**src/rtl/fxs_pkg.sv**
```systemverilog
package fxs_pkg;

   localparam int DEF_SUB_BITS  = 2;
   localparam int DEF_RATIO_MIN = 8;
   localparam int DEF_RATIO_MAX = 21;
   localparam int DEF_DATA_W    = 16;

   typedef enum logic {
      PH_IDLE = 1'b0,
      PH_RUN  = 1'b1
   } ph_state_e;

endpackage

```
**src/rtl/fxs_phase_track.sv**
```systemverilog
module fxs_phase_track
   import fxs_pkg::*;
#(
   parameter int SUB_BITS  = DEF_SUB_BITS,
   parameter int RATIO_MIN = DEF_RATIO_MIN,
   parameter int RATIO_MAX = DEF_RATIO_MAX,
   parameter int RATIO_W   = $clog2(RATIO_MAX + 1)
) (
   input  logic               clk,
   input  logic               rst_n,
   input  logic               align,
   input  logic [RATIO_W-1:0] ratio_req,
   output logic               strobe
);

   // Positions are in units of 1/UNIT fast period, so midpoints are exact.
   localparam int UNIT  = 1 << (SUB_BITS + 1);
   localparam int HALF  = UNIT / 2;
   localparam int REM_W = $clog2(2 * RATIO_MAX + UNIT + 1) + 2;
   localparam logic signed [REM_W-1:0] UNIT_S = REM_W'(UNIT);
   localparam logic signed [REM_W-1:0] HALF_S = REM_W'(HALF);
   localparam logic [RATIO_W-1:0] RMIN_V = RATIO_W'(RATIO_MIN);
   localparam logic [RATIO_W-1:0] RMAX_V = RATIO_W'(RATIO_MAX);

   ph_state_e                 state_q;
   logic [RATIO_W-1:0]        ratio_act;
   logic [RATIO_W-1:0]        ratio_clamped;
   logic signed [REM_W-1:0]   rem_q;
   logic signed [REM_W-1:0]   rem_nxt;
   logic signed [REM_W-1:0]   ratio_s;
   logic                      fire;

   always_comb begin
      if (ratio_req < RMIN_V)      ratio_clamped = RMIN_V;
      else if (ratio_req > RMAX_V) ratio_clamped = RMAX_V;
      else                         ratio_clamped = ratio_req;
   end

   // rem_q: distance from the next fast edge to the pending slow midpoint.
   assign ratio_s = REM_W'(ratio_act);
   assign fire    = (state_q == PH_RUN) && (rem_q <= HALF_S);
   assign rem_nxt = rem_q - UNIT_S + (fire ? (ratio_s <<< 1) : '0);

   always_ff @(posedge clk or negedge rst_n) begin
      if (!rst_n) begin
         state_q   <= PH_IDLE;
         ratio_act <= RMIN_V;
         rem_q     <= '0;
         strobe    <= 1'b0;
      end else if (align) begin
         state_q   <= PH_RUN;
         ratio_act <= ratio_clamped;
         rem_q     <= REM_W'(ratio_clamped) - UNIT_S;
         strobe    <= 1'b0;
      end else if (state_q == PH_RUN) begin
         strobe    <= fire;
         rem_q     <= rem_nxt;
      end
   end

   // Checker state: fast cycles since the last strobe or alignment.
   logic [RATIO_W-1:0] gap_cnt;
   logic               seen_q;
   logic [RATIO_W:0]   gap_lo;
   logic [RATIO_W:0]   gap_hi;
   logic [RATIO_W:0]   first_k;

   always_ff @(posedge clk or negedge rst_n) begin
      if (!rst_n) begin
         gap_cnt <= '0;
         seen_q  <= 1'b0;
      end else if (align) begin
         gap_cnt <= '0;
         seen_q  <= 1'b0;
      end else if (strobe) begin
         gap_cnt <= RATIO_W'(1);
         seen_q  <= 1'b1;
      end else if (gap_cnt != '1) begin
         gap_cnt <= gap_cnt + 1'b1;
      end
   end

   assign gap_lo  = (RATIO_W+1)'(ratio_act) >> SUB_BITS;
   assign gap_hi  = ((RATIO_W+1)'(ratio_act) + (RATIO_W+1)'((1 << SUB_BITS) - 1)) >> SUB_BITS;
   assign first_k = ((RATIO_W+1)'(ratio_act) + (RATIO_W+1)'(HALF - 1)) >> (SUB_BITS + 1);

   a_r4_single_width: assert property (@(posedge clk) disable iff (!rst_n)
      strobe |=> !strobe);

   a_r4_gap_range: assert property (@(posedge clk) disable iff (!rst_n)
      (strobe && seen_q) |-> ((RATIO_W+1)'(gap_cnt) == gap_lo || (RATIO_W+1)'(gap_cnt) == gap_hi));

   a_r3_first_strobe: assert property (@(posedge clk) disable iff (!rst_n)
      (strobe && !seen_q) |-> ((RATIO_W+1)'(gap_cnt) == first_k));

   a_r6_align_quiet: assert property (@(posedge clk) disable iff (!rst_n)
      align |=> !strobe);

   a_r7_ratio_locked: assert property (@(posedge clk) disable iff (!rst_n)
      !align |=> $stable(ratio_act));

   a_r2_ratio_range: assert property (@(posedge clk) disable iff (!rst_n)
      (ratio_act >= RMIN_V) && (ratio_act <= RMAX_V));

   a_r1_idle_quiet: assert property (@(posedge clk) disable iff (!rst_n)
      (state_q == PH_IDLE) |-> !strobe);

endmodule

```
**src/rtl/fxs_hold_reg.sv**
```systemverilog
module fxs_hold_reg #(
   parameter int W = 16
) (
   input  logic         clk,
   input  logic         rst_n,
   input  logic         load,
   input  logic [W-1:0] d,
   output logic [W-1:0] q
);

   always_ff @(posedge clk or negedge rst_n) begin
      if (!rst_n)    q <= '0;
      else if (load) q <= d;
   end

   // Serves R8 (fast-to-slow instance) and R9 (slow-to-fast instance).
   a_r8_hold_between: assert property (@(posedge clk) disable iff (!rst_n)
      !load |=> $stable(q));

   a_r9_load_on_strobe: assert property (@(posedge clk) disable iff (!rst_n)
      load |=> (q == $past(d)));

endmodule

```
**src/rtl/frac_xing_strobe.sv**
```systemverilog
module frac_xing_strobe
   import fxs_pkg::*;
#(
   parameter int SUB_BITS  = DEF_SUB_BITS,
   parameter int RATIO_MIN = DEF_RATIO_MIN,
   parameter int RATIO_MAX = DEF_RATIO_MAX,
   parameter int DATA_W    = DEF_DATA_W,
   localparam int RATIO_W  = $clog2(RATIO_MAX + 1)
) (
   input  logic               clk,
   input  logic               rst_n,
   input  logic               align_i,
   input  logic [RATIO_W-1:0] ratio_i,
   input  logic [DATA_W-1:0]  fast_din,
   input  logic [DATA_W-1:0]  slow_din,
   output logic               xfer_en_o,
   output logic [DATA_W-1:0]  to_slow_o,
   output logic [DATA_W-1:0]  to_fast_o
);

   generate
      if (DATA_W < 1) begin : g_bad_width
         $error("DATA_W must be at least 1");
      end
      if (RATIO_MIN < (2 << SUB_BITS)) begin : g_bad_min
         $error("slow period must span at least two fast periods");
      end
      if (RATIO_MAX < RATIO_MIN) begin : g_bad_range
         $error("RATIO_MAX below RATIO_MIN");
      end
   endgenerate

   logic strobe;

   fxs_phase_track #(
      .SUB_BITS (SUB_BITS),
      .RATIO_MIN(RATIO_MIN),
      .RATIO_MAX(RATIO_MAX),
      .RATIO_W  (RATIO_W)
   ) u_phase (
      .clk      (clk),
      .rst_n    (rst_n),
      .align    (align_i),
      .ratio_req(ratio_i),
      .strobe   (strobe)
   );

   fxs_hold_reg #(.W(DATA_W)) u_to_slow (
      .clk  (clk),
      .rst_n(rst_n),
      .load (strobe),
      .d    (fast_din),
      .q    (to_slow_o)
   );

   fxs_hold_reg #(.W(DATA_W)) u_to_fast (
      .clk  (clk),
      .rst_n(rst_n),
      .load (strobe),
      .d    (slow_din),
      .q    (to_fast_o)
   );

   assign xfer_en_o = strobe;

endmodule

```
**config.mk**
```make
export PLATFORM = sky130hd
export DESIGN_NAME = frac_xing_strobe
export DESIGN_NICKNAME = d
export VERILOG_FILES = /design/src/rtl/fxs_pkg.sv /design/src/rtl/fxs_phase_track.sv /design/src/rtl/fxs_hold_reg.sv /design/src/rtl/frac_xing_strobe.sv
export SDC_FILE = /design/constraint.sdc
export NUM_CORES = 1
export LEC_CHECK = 0
export ABC_AREA = 1
export ABC_CLOCK_PERIOD_IN_PS = 3000
export BUFFER_PORTS_ARGS = -buffer_cell sky130_fd_sc_hd__buf_2
export CORE_MARGIN = 2
export CORE_UTILIZATION = 50
export DETAILED_ROUTE_END_ITERATION = 8
export GPL_TIMING_DRIVEN = 1
export HOLD_SLACK_MARGIN = 0.1
export PLACE_DENSITY = 0.78
export SLEW_MARGIN = 20
export SYNTH_ARGS = -nofsm -noshare
export SYNTH_HDL_FRONTEND = slang
export SYNTH_SLANG_ARGS = --single-unit
```
**constraint.sdc**
```tcl
create_clock -name clk -period 3 [get_ports clk]
set_clock_uncertainty 0.1 [all_clocks]
set_input_delay 0 -clock clk [delete_from_list [all_inputs] [get_ports clk]]
set_output_delay 0 -clock clk [all_outputs]
set_load 0.05 [all_outputs]
```
After elaboration in Yosys (flattened, before gate mapping)
Index checks and enable logic that the tools add are counted.
{"block": "totals", "memories": 0, "output_inout_bits": 33, "mem_bits_ro": 0, "regBits": 47, "ramBits": 0, "inputBits": 40, "latch_bits": 0}
{"block": "op_classes", "n_bitwise": 0, "n_mux": 7, "n_lt_le_gt_ge": 3, "div_mod_pow": 0, "n_reduce_logical": 2, "n_eq_ne": 0, "shift": 0, "mul": 0, "add_sub_neg": 3}
{"op": "$mux W8", "count": 2}
{"op": "$mux W5", "count": 2}
{"op": "$add A8 B8 Y8", "count": 1}
{"op": "$le A8 B4 Y1 const B", "count": 1}
{"op": "$sub A8 B4 Y8 const B", "count": 1}
{"op": "$mux W6", "count": 1}
{"op": "$sub A5 B4 Y6 const B", "count": 1}
{"op": "$gt A5 B5 Y1 const B", "count": 1}
{"op": "$lt A5 B4 Y1 const B", "count": 1}
{"op": "$mux W1", "count": 2}
{"op": "$reduce_bool A2 Y1", "count": 1}
{"op": "$logic_and A1 B1 Y1", "count": 1}

Depth between registers and ports, before layout
{"block": "depth", "depth_word": 6, "depth_mapped": 18, "depth_no_buf": 18}

Hierarchy
A second synthesis with hierarchy kept.
{"block": "hier_totals", "cells_unflattened": 265, "area_unflattened_um2": 2303.5}
{"module": "fxs_hold_reg", "seq_area_each_um2": 400.4, "area_per_inst_um2": 644.4, "n_inst": 2, "cells_each": 68}
{"module": "fxs_phase_track", "seq_area_each_um2": 376.6, "area_per_inst_um2": 1014.7, "n_inst": 1, "cells_each": 129}

Least setup slack after synthesis
OpenSTA, ideal clock, no wires.
{"block": "synth_path", "path_type": "flip-flop to flip-flop", "start": "register u_phase.rem_q[7]", "end": "register u_phase.rem_q[6]", "setup_time_ps": 119, "path_stages_with_launch": 19, "required_time_ps": 2781, "setup_slack_ps": 513, "period_less_slack_ps": 2487, "arrival_ps": 2268, "path_cell_list": "dfrtp_1 -> inv_1 -> ha_1 -> nand2_2 -> nor2_4 -> nand2_1 -> nand2_1 -> nand3_2 -> nand2_1 -> nor2_1 -> ha_1 -> ha_1 -> inv_1 -> fa_1 -> nand3b_1 -> nand2_1 -> nand2_1 -> nand3_1 -> nand2_1"}
{"block": "synth_via", "elab_chain_cells": 6}
{"element": "start: declaration", "line_no": "fxs_phase_track.sv:28", "rtl": "logic signed [REM_W-1:0] rem_q;"}
{"element": "start signal: assignment", "line_no": "fxs_phase_track.sv:53", "rtl": "rem_q <= REM_W'(ratio_clamped) - UNIT_S;"}
{"element": "start signal: assignment", "line_no": "fxs_phase_track.sv:57", "rtl": "rem_q <= rem_nxt;"}
{"element": "$le A8 B4 Y1", "line_no": "fxs_phase_track.sv:41", "rtl": "assign fire = (state_q == PH_RUN) && (rem_q <= HALF_S);"}
{"element": "$logic_and A1 B1 Y1", "line_no": "fxs_phase_track.sv:41"}
{"element": "$mux W6", "line_no": "fxs_phase_track.sv:42", "rtl": "assign rem_nxt = rem_q - UNIT_S + (fire ? (ratio_s <<< 1) : '0);"}
{"element": "$add A8 B8 Y8", "line_no": "fxs_phase_track.sv:42"}
{"element": "$mux W8", "line_no": "fxs_phase_track.sv:55", "rtl": "end else if (state_q == PH_RUN) begin"}
{"element": "$mux W8", "line_no": "fxs_phase_track.sv:50", "rtl": "end else if (align) begin"}
No other way between the ends. The select of a mux whose other input is x is not followed.
A chain may end at the register's enable or synchronous reset.

Worst setup path in the final report
{"block": "layout_path", "start": "input ratio_i[1]", "end": "register u_phase.rem_q[0]"}
{"block": "layout_via", "elab_chain_cells": 5, "word_cells_on_any_way": 6, "cone_classes": "add/sub (1); order compare (2); mux (3)"}
{"element": "start: declaration", "line_no": "frac_xing_strobe.sv:13", "rtl": "input logic [RATIO_W-1:0] ratio_i,"}
{"element": "$gt A5 B5 Y1", "line_no": "fxs_phase_track.sv:35", "rtl": "else if (ratio_req > RMAX_V) ratio_clamped = RMAX_V;"}
{"element": "$mux W5", "line_no": "fxs_phase_track.sv:35"}
{"element": "$mux W5 *", "line_no": "fxs_phase_track.sv:34", "rtl": "if (ratio_req < RMIN_V) ratio_clamped = RMIN_V;"}
{"element": "$sub A5 B4 Y6 *", "line_no": "fxs_phase_track.sv:53"}
{"element": "$mux W8 *", "line_no": "fxs_phase_track.sv:50"}
Mark *: on every way between the ends. The rest lies on a longest branch, timed or not.

==> results.json <==
{
  "dpl.hpwl_um": 3316,
  "syn_area_um2": 2248,
  "worst_ep_required_time_ns": 3.09,
  "cp_max_fo": 3,
  "dr.pass1.iters": 4,
  "routabilityCongestion": 0.8562,
  "fp.coreArea_um2": 4354,
  "arrival_ns": 2.91,
  "p_clk_share_pct": 13.2,
  "min_period_over_period_pct": 93.95,
  "critPathMaxStageDelay_ns": 0.59,
  "h-tree-depth": 2,
  "yosys.cell_types.count": 27,
  "cts_buffers": 5,
  "die_area_um2": 5050,
  "p_int_mw": 1.869,
  "routed_wl_um": 5647,
  "grt_overflow_total": 0,
  "insertedDiodeCount": 0,
  "yosys_register_bits": 47,
  "cts_tree": "built",
  "finalCriticalPeriod_ns": 2.819,
  "worst_pin_slew_ns": 0.5751,
  "p_sw_mw": 1.811,
  "final_antenna_net_count": 0,
  "grt_pass1_wl_um": 9066,
  "num_vias": 1866,
  "drt-wirelength-per-cell_um": 15.06,
  "worst_setup_path_end_kind": "flop",
  "cts.sinks": 47,
  "drv_cap": 0,
  "drtIter0Drc": 96,
  "yosys_warnings": 0,
  "postCtsSetupBuffers": 0,
  "area_growth_pct": 42.63,
  "die_w_um": 71.06,
  "vias_per_cell": 4.976,
  "ir_worst_vdd_v": 0.0004117,
  "placementRows": 24,
  "ios": 73,
  "setup_viol": 0,
  "min_path_type": "in2async",
  "syn_nets": 256,
  "worstSetupPathType": "in2reg",
  "synth_edf_count": 0,
  "async_reset_ff_share_pct": 100.0,
  "share_comb_of_total_power_pct": 57.6,
  "holdWs_ns": 0.1614,
  "start_util_pct": 51.64,
  "drive_gt1_share_pct": 38.39,
  "fp.dieH_um": 71.06,
  "synth_area_leaders": "dfrtp_1 (51%), mux2_2 (15%), ha_1 (6.7%), nand2_1 (6.2%), inv_1 (4.2%)",
  "syn_inst": 203,
  "worstSkewPairLatency_ns": 0.30,
  "slew_violations": 0,
  "instances_no_fill": 375,
  "cp_slowest_cell": "dlygate4sd3_1",
  "grt_pass1_vias": 1902,
  "worst_setup_path_start_kind": "input pin",
  "grt_start_max_net_pins": 48,
  "synth_top_area_share_pct": 51.20,
  "antenna_found_initial": 0,
  "crit_chain": "dlygate4sd3_1, buf_2, nand2_1, inv_1, o21ai_0, nand2_1, dlygate4sd3_1, nand2_1, dlygate4sd3_1, nand2_1, dlygate4sd3_1",
  "hold_viol": 0,
  "nNetsFinal": 375,
  "clock_path_buffers": 2,
  "power_switching_share_pct": 49.20,
  "ys_seq_area_share_pct": 52.37,
  "yosysTopAreaCell": "dfrtp_1",
  "dp.cells": 323,
  "slew_headroom_pct": 61.66,
  "p_leak_nw": 1.615,
  "cts_root_buffer": "clkbuf_8",
  "synth_flop_cell": "dfrtp_1",
  "clk_pin_slew_ns": 0.09,
  "powerDensity_nw_per_um2": 1148,
  "seqPwrFrac_pct": 29.1,
  "r2r_slack_ns": 0.25,
  "status": "completed",
  "syn-mean-instance-area_um2": 11.08,
  "clock.fmax_mhz": 354.8,
  "grt_use_total_pct": 23.15,
  "drc_errors": 0,
  "numPortBuffers": 72
}
## kinds of logic (layout without fill, tap and decap cells)
| family | Yosys count | after routing | share of synthesized area, % |
|---|---|---|---|
| simple gates | 63 | 63 | 12.63 |
| flops | 47 | 47 | 52.37 |
| compound gates | 14 | 14 | 3.840 |
| xor+xnor | 1 | 1 | 0.3896 |
| buf+inv | 33 | 153 | 6.844 |
| mux | 32 | 32 | 16.36 |
| fa+ha+maj | 13 | 13 | 7.568 |
## placed cells by master, fill, tap and decap left out, types with 2 or more instances in the layout
cell type,count
buf_2,71
dfrtp_1,46
dlygate4sd3_1,44
nand2_1,36
mux2_2,30
inv_1,25
ha_1,12
nand3_1,10
nor2_1,8
clkbuf_8,6
a21oi_1,5
o21ai_0,4
inv_2,3
nand2_2,2
nor2_4,2
mux2_4,2
o221ai_1,2
buf_4,2
## worst paths after layout
check,start,end,cells after the start
worst min-delay path,rst_n,u_to_slow.q[11]$_DFFE_PN0P_,2
min in group clk,fast_din[10],u_to_slow.q[10]$_DFFE_PN0P_,3
worst min register to register,u_phase.strobe$_DFFE_PN0N_,u_phase.strobe$_DFFE_PN0N_,2
max in group asynchronous,rst_n,u_phase.rem_q[3]$_DFFE_PN0N_,2
worst max register to register,u_phase.rem_q[7]$_DFFE_PN0N_,u_phase.rem_q[6]$_DFFE_PN0N_,18
worst max-delay path,ratio_i[1],u_phase.rem_q[0]$_DFFE_PN0P_,11
## synthesized netlist by cell type, types with 2 or more instances
cell,count
nand2_1,37
dfrtp_1,46
nand3_1,10
mux2_2,30
a21oi_1,5
nor2_1,8
inv_2,3
o221ai_1,2
ha_1,12
inv_1,25
o21ai_0,4
nor2_4,2
mux2_4,2
buf_6,4
## power groups by stage
| stage | clock [mW] | sequential, mW | combinational, mW |
|---|---|---|---|
| global placement | 0 | 1.05 | 2.00 |
| finish | 0.486 | 1.07 | 2.12 |
| global route | 0.529 | 1.11 | 2.26 |
| floorplan | 0 | 1.86 | 0.820 |
| CTS | 0.497 | 1.05 | 2.09 |
| detailed placement | 0 | 1.06 | 2.03 |
## metal layers
metal,vias to the layer above,track usage [%],part of all wire (%)
li1,899,-,-
met1,888,28.71,42
met2,70,40.91,50
met3,9,5.413,6.3
met4,0,5.870,1.1
met5,-,0,0
## stage by stage
stage | utilization [%] | total power, mW | cell area [um^2] | TNS [ns] | setup slack [ns]
5_1_grt | 73.65 | 3.892 | 3207 | -0.02616 | -0.02616
2_1_floorplan | - | 2.678 | 2248 | 0 | 0.5128
6_report | 73.65 | 3.680 | 3207 | 0 | 0.1815
3_5_place_dp | 60.46 | 3.098 | 2633 | 0 | 0.2828
4_1_cts | 73.36 | 3.635 | 3194 | 0 | 0.2667
3_3_place_gp | 60.46 | 3.048 | 2633 | 0 | 0.4178
## state kept, by name, summed over array words and instances (netlist names)
| register | count |
|---|---|
| u_phase.ratio_act | 5 |
| u_phase.rem_q | 8 |
| u_phase.state_q | 1 |
| u_phase.strobe | 1 |
| u_to_fast.q | 16 |
| u_to_slow.q | 16 |
## timing repair
action / 4_1_cts / 5_1_grt
endpoints found under the hold margin: 93 / 0
endpoints found under the setup margin: 0 / 1
gates resized for setup: 0 / 2
hold buffers: 44 / 0
## critical path: cells and delay by family
kind	cells	cell delay, ns
compound gates	1	0.24
buf+inv	6	2.40
simple gates	4	0.27
## layout make-up
type | count | area (um^2)
clock inverters | 2 | 38.79
fillers | 295 | 1147
repair buffers | 117 | 810.8
flip-flops and latches | 47 | 1177
inverters | 28 | 105.1
well taps | 52 | 65.06
multi-input cells | 123 | 927.1
clock buffers | 6 | 82.58
No activity file was read; power rests on OpenSTA's default activity.
